--- src/rtl/pfw_pkg.sv ---
package pfw_pkg;
  typedef enum logic [1:0] {
    ST_NORMAL  = 2'd0,
    ST_GRACE   = 2'd1,
    ST_PROTECT = 2'd2,
    ST_RECOVER = 2'd3
  } pfw_state_e;
endpackage

--- src/rtl/pfw_sync.sv ---
module pfw_sync #(
  parameter int            W       = 1,
  parameter int            STAGES  = 2,
  parameter logic [W-1:0]  RST_VAL = '0
) (
  input  logic         clk,
  input  logic         rst,
  input  logic [W-1:0] d,
  output logic [W-1:0] q
);
  logic [W-1:0] stg [STAGES];

  always_ff @(posedge clk) begin
    if (rst) begin
      for (int i = 0; i < STAGES; i++) stg[i] <= RST_VAL;
    end else begin
      stg[0] <= d;
      for (int i = 1; i < STAGES; i++) stg[i] <= stg[i-1];
    end
  end

  assign q = stg[STAGES-1];
endmodule

--- src/rtl/pfw_pwr_fsm.sv ---
module pfw_pwr_fsm
  import pfw_pkg::*;
#(
  parameter int GRACE_CYC = 6,
  parameter int RECOV_CYC = 10
) (
  input  logic       clk,
  input  logic       rst,
  input  logic       pf_s,
  input  logic       so_s,
  output pfw_state_e st
);
  localparam int MAXC  = (GRACE_CYC > RECOV_CYC) ? GRACE_CYC : RECOV_CYC;
  localparam int CNT_W = $clog2(MAXC + 1);

  logic [CNT_W-1:0] cnt;

  always_ff @(posedge clk) begin
    if (rst) begin
      st  <= ST_NORMAL;
      cnt <= '0;
    end else begin
      case (st)
        ST_NORMAL: begin
          if (so_s) begin
            st <= ST_PROTECT;
          end else if (pf_s) begin
            st  <= ST_GRACE;
            cnt <= CNT_W'(GRACE_CYC - 1);
          end
        end
        ST_GRACE: begin
          if (so_s || cnt == '0) st <= ST_PROTECT;
          else                   cnt <= cnt - 1'b1;
        end
        ST_PROTECT: begin
          if (!pf_s && !so_s) begin
            st  <= ST_RECOVER;
            cnt <= CNT_W'(RECOV_CYC - 1);
          end
        end
        default: begin
          if (pf_s || so_s)    st <= ST_PROTECT;
          else if (cnt == '0)  st <= ST_NORMAL;
          else                 cnt <= cnt - 1'b1;
        end
      endcase
    end
  end
endmodule

--- src/rtl/pfw_access.sv ---
module pfw_access
  import pfw_pkg::*;
#(
  parameter int ADDR_W = 6,
  parameter int DATA_W = 8
) (
  input  logic              clk,
  input  logic              rst,
  input  logic              cs_s,
  input  logic              rd_s,
  input  logic              we_s,
  input  logic [ADDR_W-1:0] addr_s,
  input  logic [DATA_W-1:0] wdata_s,
  input  pfw_state_e        st,
  output logic              commit,
  output logic [DATA_W-1:0] rdata,
  output logic              rdata_oe
);
  localparam int DEPTH = 1 << ADDR_W;

  logic [DATA_W-1:0] mem [DEPTH];
  logic [DATA_W-1:0] mem_q;
  logic [ADDR_W-1:0] wa_q;
  logic [DATA_W-1:0] wd_q;
  logic              pend;
  logic              wr_open;
  logic              live;
  logic              rd_ok;

  assign wr_open = !cs_s && !we_s;
  assign live    = (st == ST_NORMAL) || (st == ST_GRACE);
  assign rd_ok   = !cs_s && !rd_s && we_s && live;
  assign commit  = pend && !wr_open && live;

  always_ff @(posedge clk) begin
    if (rst) begin
      pend     <= 1'b0;
      rdata_oe <= 1'b0;
    end else begin
      rdata_oe <= rd_ok;
      if (!live)                            pend <= 1'b0;
      else if (wr_open && st == ST_NORMAL)  pend <= 1'b1;
      else if (!wr_open)                    pend <= 1'b0;
    end
  end

  always_ff @(posedge clk) begin
    if (wr_open) begin
      wa_q <= addr_s;
      wd_q <= wdata_s;
    end
  end

  always_ff @(posedge clk) begin
    if (commit) mem[wa_q] <= wd_q;
    mem_q <= mem[addr_s];
  end

  assign rdata = mem_q;
endmodule

--- src/rtl/pfw_sram_guard.sv ---
module pfw_sram_guard
  import pfw_pkg::*;
#(
  parameter int ADDR_W      = 6,
  parameter int DATA_W      = 8,
  parameter int GRACE_CYC   = 6,
  parameter int RECOV_CYC   = 10,
  parameter int SYNC_STAGES = 2
) (
  input  logic              clk,
  input  logic              rst,
  input  logic              cs_n,
  input  logic              rd_n,
  input  logic              wr_n,
  input  logic [ADDR_W-1:0] addr,
  input  logic [DATA_W-1:0] wdata,
  input  logic              pf_low,
  input  logic              so_low,
  output logic [DATA_W-1:0] rdata,
  output logic              rdata_oe
);
  localparam int BUS_W = ADDR_W + DATA_W;

  logic [4:0]        ctl_s;
  logic [BUS_W-1:0]  bus_s;
  logic              cs_s, rd_s, we_s, pf_s, so_s;
  logic              commit;
  pfw_state_e        st;

  pfw_sync #(.W(5), .STAGES(SYNC_STAGES), .RST_VAL(5'b11100)) u_sync_ctl (
    .clk (clk),
    .rst (rst),
    .d   ({cs_n, rd_n, wr_n, pf_low, so_low}),
    .q   (ctl_s)
  );

  pfw_sync #(.W(BUS_W), .STAGES(SYNC_STAGES), .RST_VAL('0)) u_sync_bus (
    .clk (clk),
    .rst (rst),
    .d   ({addr, wdata}),
    .q   (bus_s)
  );

  assign {cs_s, rd_s, we_s, pf_s, so_s} = ctl_s;

  pfw_pwr_fsm #(.GRACE_CYC(GRACE_CYC), .RECOV_CYC(RECOV_CYC)) u_fsm (
    .clk  (clk),
    .rst  (rst),
    .pf_s (pf_s),
    .so_s (so_s),
    .st   (st)
  );

  pfw_access #(.ADDR_W(ADDR_W), .DATA_W(DATA_W)) u_acc (
    .clk      (clk),
    .rst      (rst),
    .cs_s     (cs_s),
    .rd_s     (rd_s),
    .we_s     (we_s),
    .addr_s   (bus_s[BUS_W-1:DATA_W]),
    .wdata_s  (bus_s[DATA_W-1:0]),
    .st       (st),
    .commit   (commit),
    .rdata    (rdata),
    .rdata_oe (rdata_oe)
  );
endmodule

--- config.mk ---
export PLATFORM = sky130hd
export DESIGN_NAME = pfw_sram_guard
export DESIGN_NICKNAME = d
export VERILOG_FILES = /design/src/rtl/pfw_pkg.sv /design/src/rtl/pfw_sync.sv /design/src/rtl/pfw_pwr_fsm.sv /design/src/rtl/pfw_access.sv /design/src/rtl/pfw_sram_guard.sv
export SDC_FILE = /design/constraint.sdc
export NUM_CORES = 1
export LEC_CHECK = 0
export BUFFER_PORTS_ARGS = -buffer_cell sky130_fd_sc_hd__buf_2
export CAP_MARGIN = 20
export CORE_ASPECT_RATIO = 0.9
export CORE_UTILIZATION = 50
export DETAILED_ROUTE_END_ITERATION = 12
export GPL_ROUTABILITY_DRIVEN = 0
export GPL_TIMING_DRIVEN = 0
export PLACE_DENSITY_LB_ADDON = 0.12
export SLEW_MARGIN = 5
export SYNTH_ARGS = -nofsm -noshare
export SYNTH_HDL_FRONTEND = slang
export SYNTH_SLANG_ARGS = --single-unit
--- constraint.sdc ---
create_clock -name clk -period 4.4 [get_ports clk]
set_input_delay 0.44 -clock clk [delete_from_list [all_inputs] [get_ports clk]]
set_output_delay 0.44 -clock clk [all_outputs]
set_load 0.01 [all_outputs]
# Word level (Yosys, flattened, before mapping)
# Memory sizes are Yosys's and may differ from the RTL's. A register that Yosys moved wholly into a read port is not among the register bits.
# Index checks and enable logic that the tools add are counted.
dict set report totals {
  ram_bits 550
  out_inout_bits 9
  wordCells 74
  ff_bits 22
  mem_count 3
  input_bits 21
}
# name depth word_bits read_ports rd_ports_with_merged_regs write_ports line_no
set memory_table {}
lappend memory_table {u_acc.mem 64 8 1 1 1 pfw_access.sv:21} ;# logic [DATA_W-1:0] mem [DEPTH];
lappend memory_table {u_sync_bus.stg 2 14 2 0 2 pfw_sync.sv:11} ;# logic [W-1:0] stg [STAGES];
lappend memory_table {u_sync_ctl.stg 2 5 2 0 2 pfw_sync.sv:11}
dict set report op_classes {
  reduce_logical 23
  add_sub_neg 1
  muxes 25
  eq_ne 11
  bitwise 5
}
# op n
set op_table {}
lappend op_table {{$mux W14} 2}
lappend op_table {{$mux W4} 6}
lappend op_table {{$mux W2} 6}
lappend op_table {{$pmux W4 S3} 1}
lappend op_table {{$mux W5} 2}
lappend op_table {{$ne A2 B2 Y1 const B} 5}
lappend op_table {{$logic_and A1 B1 Y1} 8}
lappend op_table {{$ne A4 B2 Y1 const B} 2}
lappend op_table {{$mux W1} 7}
lappend op_table {{$logic_not A1 Y1} 6}
lappend op_table {{$pmux W2 S3} 1}
lappend op_table {{$reduce_and A6 Y1} 1}
lappend op_table {{$reduce_bool A5 Y1} 1}
lappend op_table {{$logic_not A4 Y1} 1}
lappend op_table {{$or A1 B1 Y1} 4}
lappend op_table {{$reduce_and A4 Y1} 1}
lappend op_table {{$sub A4 B1 Y4 const B} 1}
lappend op_table {{$logic_or A1 B1 Y1} 3}
lappend op_table {{$ne A3 B3 Y1 const B} 1}
lappend op_table {{$eq A2 B1 Y1 const B} 1}
lappend op_table {{$eq A2 B2 Y1 const B} 1}
lappend op_table {{$logic_not A2 Y1} 1}
lappend op_table {{$ne A2 B1 Y1 const B} 1}
lappend op_table {{$reduce_or A2 Y1} 1}
lappend op_table {{$not A1 Y1} 1}

# Logic depth before layout (Yosys ltp)
dict set report logic_depth {
  depth_word 7
  depth_mapped 9
  mapped_depth_nobuf 7
}

# By module
# Synthesis repeated with hierarchy kept, for this count alone.
dict set report unflattened {
  hier_cells 1108
  area_unflattened_um2 22247.6
}
# mod cells_each n_inst area_per_inst_um2 seq_area_each_um2
set by_module_without_submodules {}
lappend by_module_without_submodules {pfw_access 952 1 20542.2 15995.3}
lappend by_module_without_submodules {{pfw_sync at u_sync_bus} 72 1 883.3 560.5}
lappend by_module_without_submodules {pfw_pwr_fsm 59 1 521.8 120.1}
lappend by_module_without_submodules {{pfw_sync at u_sync_ctl} 25 1 300.3 200.2}

# Least setup slack after synthesis
# OpenSTA, ideal clock, no wires.
dict set report synth_timing {
  path_kind {register to register}
  from {register u_fsm.st[0]}
  to {memory u_acc.mem[55][0] (enable)}
  t_required_ps 4030
  stages_incl_launch_ff 8
  period_less_slack_ps 2146
  n_path_buf 1
  arrival_time_ps 1775
  setup_slack_ps 2254
  setup_time_ps 370
  cell_sequence {dfxtp_1 inv_1 ha_1 buf_2 o221ai_1 nor2_1 nand3_1 nor2_1}
}
dict set report synth_via {
  elab_chain_cells 5
  elab_cells_between_ends 6
  cone_classes {eq/ne (1); mux (2); reduce/logical (3)}
}
# item line_no
set synth_lines {}
lappend synth_lines {{start: declaration} pfw_pwr_fsm.sv:11} ;# output pfw_state_e st
lappend synth_lines {{start signal: assignment} pfw_pwr_fsm.sv:20} ;# st <= ST_NORMAL;
lappend synth_lines {{start signal: assignment} pfw_pwr_fsm.sv:26} ;# st <= ST_PROTECT;
lappend synth_lines {{start signal: assignment} pfw_pwr_fsm.sv:28} ;# st <= ST_GRACE;
lappend synth_lines {{$eq A2 B1 Y1 / $logic_not A2 Y1 (equally long branches)} pfw_access.sv:31} ;# assign live = (st == ST_NORMAL) || (st == ST_GRACE);
lappend synth_lines {{$logic_or A1 B1 Y1 (*)} pfw_access.sv:31}
lappend synth_lines {{$logic_and A1 B1 Y1 (*)} pfw_access.sv:33} ;# assign commit = pend && !wr_open && live;
lappend synth_lines {{$mux W1 (*)} pfw_access.sv:55} ;# if (commit) mem[wa_q] <= wd_q;
lappend synth_lines {{$mux W1 (not written as such) (*)} pfw_access.sv:55}
lappend synth_lines {{end: declaration} pfw_access.sv:21}
# Every way passes the cells marked *; elsewhere a longest branch is shown, timed or not.

# Final worst setup path
dict set report layout_timing {
  from {register u_fsm.st[0]}
  to {memory u_acc.mem[62][1] (enable)}
}
# The elaborated chain is that of the path after synthesis.

==> flow_summary.json <==
{
  "setup_repair_after_global_routing_missed_its_margin": "no",
  "cts.sinks": 580,
  "cts_inserted_buffers": 56,
  "hold_path.class": "input port to flop",
  "die_h_um": 202,
  "internal_power_w": 0.00912,
  "cp_slowest_stage_delay_ns": 1.00,
  "post_synth_num_cell_types": 50,
  "fill_cells": 3229,
  "cp.arrival_ns": 3.77,
  "final_nets": 1260,
  "via_density": 5.99,
  "cts_hold_buffers": 3,
  "worstPathBufferInverterCount": 2,
  "cpMostUsedCell": "nor2_1",
  "power_switching_share": 0.207,
  "synthCells": 1125,
  "power.share.clock": 0.428,
  "most-common-layout-cells": "526 x edfxtp_1, 86 x mux4_2, 86 x nor2_1",
  "count_of_standard_cell_rows": 72,
  "initial_utilization": 0.512,
  "share_of_total_power_in_combinational_logic": 0.050,
  "post_dp_cell_area_um2": 23600,
  "p_leak_nw": 8.09,
  "ys_seq_area_frac": 0.759,
  "syn-mean-instance-area_um2": 19.8,
  "ffs_w_async_s_r_synth": 0,
  "tritoncts": "built",
  "fin_tns_setup_ns": 0,
  "worst_setup_path_start_kind": "flop",
  "total_switching_power_w": 0.00239,
  "gr-usage-all-layers": 0.240,
  "die_area_um2": 45300,
  "timing.critical_path.max_delay_family": "simple AND/OR/NAND/NOR gates",
  "relSlewSlack": 0.273,
  "postCtsResizedCells": 0,
  "final_antenna_net_count": 0,
  "worst_setup_path_end_kind": "flop",
  "most_frequent_standard_cell_in_the_layout_excluding_fill_and_tap_cells": "edfxtp_1",
  "first_iter_violations": 1308,
  "layout_min_cycle_time_ns": 3.53,
  "worstPathCellList": "inv_1 -> ha_1 -> buf_2 -> o221ai_1 -> nor2_1 -> nand3_1 -> nor2_1",
  "synth-seq-cells": 580,
  "finalHoldViolCount": 0,
  "antenna_cells": 0,
  "count_of_flip_flops_with_a_built_in_enable_after_synthesis": 526,
  "layout_cell_share_with_drive_strength_beyond_1": 0.219,
  "core_area_um2": 43400,
  "multi_input_comb_area_um2": 4940,
  "ys_dominant_reg_cell": "edfxtp_1",
  "die-width_um": 224,
  "worst_skew_pair.late_latency_ns": 0.62,
  "critical_path_required_ns": 4.64,
  "netlist_area_um2": 22200,
  "finalSetupViolations": 0,
  "clock_path_buffers": 3,
  "power.density_cell_area_nw_per_um2": 451,
  "clk_pin_slew_ns": 0.06,
  "dr.pass1.iters": 5,
  "achievable-frequency_mhz": 283,
  "vdd_ir_drop_max_mv": 0.298,
  "criticalPathCategory": "flop to flop",
  "mappedNetlistNets": 1151,
  "cts_h_tree_depth": 2,
  "antenna_found_initial": 1,
  "outcome": "complete, no violations",
  "ys_warn_count": 0,
  "share_of_the_cycle_needed_by_the_critical_path_after_routing": 0.803,
  "finish.cell_count_without_fillers": 1874,
  "clock_tree.root_cell": "clkbuf_16",
  "seq_power_share": 0.521,
  "seq_area_um2": 16900,
  "syn2layout_area_growth_pct": 14.8,
  "clock-skew-final_ns": 0.0243,
  "numPortBuffers": 28,
  "placed_cells": 1764,
  "path_max_fanout": 10,
  "wirelength_um": 52200,
  "grt_remaining_overflow": 0,
  "maxcap_viol_count": 0,
  "routedWlPerCell_um": 27.8,
  "vias": 11200,
  "timing.final.max_slew_violations": 0,
  "dp.final_hpwl_um": 34600,
  "ios": 30,
  "global_route_wire_length_before_repair_um": 76000,
  "post_cts_buffers": 0,
  "grt_pass1_vias": 11200,
  "drc_violation_count_after_routing": 0,
  "max_slew.worst_pin.slew_ns": 1.09,
  "grt_max_degree": 32,
  "cpMaxStageDelayCell": "nor2_1",
  "final_area_um2": 25500
}
## layer usage
metal	GRT usage	part of all wire
met3	0.0531	0.084
met2	0.357	0.45
met5	0	0.00017
met1	0.349	0.43
met4	0.0904	0.032
## cells by family after synthesis
| group | synth area share |
|---|---|
| mux | 0.142 |
| simple gates | 0.0474 |
| fa+ha+maj | 0.00281 |
| compound gates | 0.0303 |
| buf+inv | 0.0189 |
| flops | 0.759 |
## state kept, by name, summed over array words and instances (netlist names)
name,flops
u_fsm.st,2
u_acc.wd_q,8
u_sync_ctl.stg,10
u_fsm.cnt,4
u_acc.wa_q,6
u_acc.pend,1
u_acc.mem,512
u_acc.rdata,8
u_acc.rdata_oe,1
u_sync_bus.stg,28
## synthesized netlist by cell type, types with 16 or more instances
| library cell | count | area (µm²) |
|---|---|---|
| a21oi_1 | 16 | 80.1 |
| nand2_1 | 23 | 86.3 |
| a22oi_1 | 20 | 150 |
| nor2_1 | 86 | 323 |
| nand3_1 | 19 | 95.1 |
| dfxtp_1 | 54 | 1080 |
| buf_2 | 20 | 100 |
| mux4_1 | 24 | 631 |
| edfxtp_1 | 526 | 15800 |
| nor2b_1 | 43 | 269 |
| clkbuf_1 | 16 | 60.1 |
| mux2i_1 | 46 | 460 |
| o22ai_1 | 17 | 106 |
| mux4_2 | 86 | 1940 |
## cell type report
cell class	count	share of cell area
timing repair buffer	51	0.0260
sequential	580	0.661
clock buffer	83	0.0637
buffer	56	0.0152
multi-input combinational	481	0.193
tap	592	0.0290
inverter	8	0.00118
clock inverter	23	0.0104
## through the flow
stage          total power, W  hold slack, ns  utilization  setup slack, ns
3_5_place_dp          0.00670           0.388        0.544            0.876
2_1_floorplan         0.00652           0.373            -             2.25
5_1_grt                0.0119          0.0252        0.588            0.675
6_report               0.0115          0.0363        0.588            0.867
4_1_cts                0.0116         0.00860        0.588            0.858
3_3_place_gp          0.00668           0.387        0.532            0.939
## power by group through the flow
stage               clock network [W]  registers, W  logic [W]
finish                        0.00493       0.00600   0.000581
global route                  0.00522       0.00600   0.000638
CTS                           0.00500       0.00600   0.000582
detailed placement                  0       0.00612   0.000578
global placement                    0       0.00612   0.000562
floorplan                           0       0.00612   0.000400
## path summary, 6_finish.rpt
check	end	cells past startpoint	slack, ns	start
worst max-delay path	u_acc.mem[62][1]	7	0.87	u_fsm.st[0]
worst min register to register	u_acc.wd_q[5]	0	0.40	u_sync_bus.stg[0][19]
worst min-delay path	u_sync_bus.stg[0][7]	2	0.04	wdata[7]
worst max register to register	u_acc.mem[62][1]	7	0.87	u_fsm.st[0]
(Power assumes the default switching activity.)
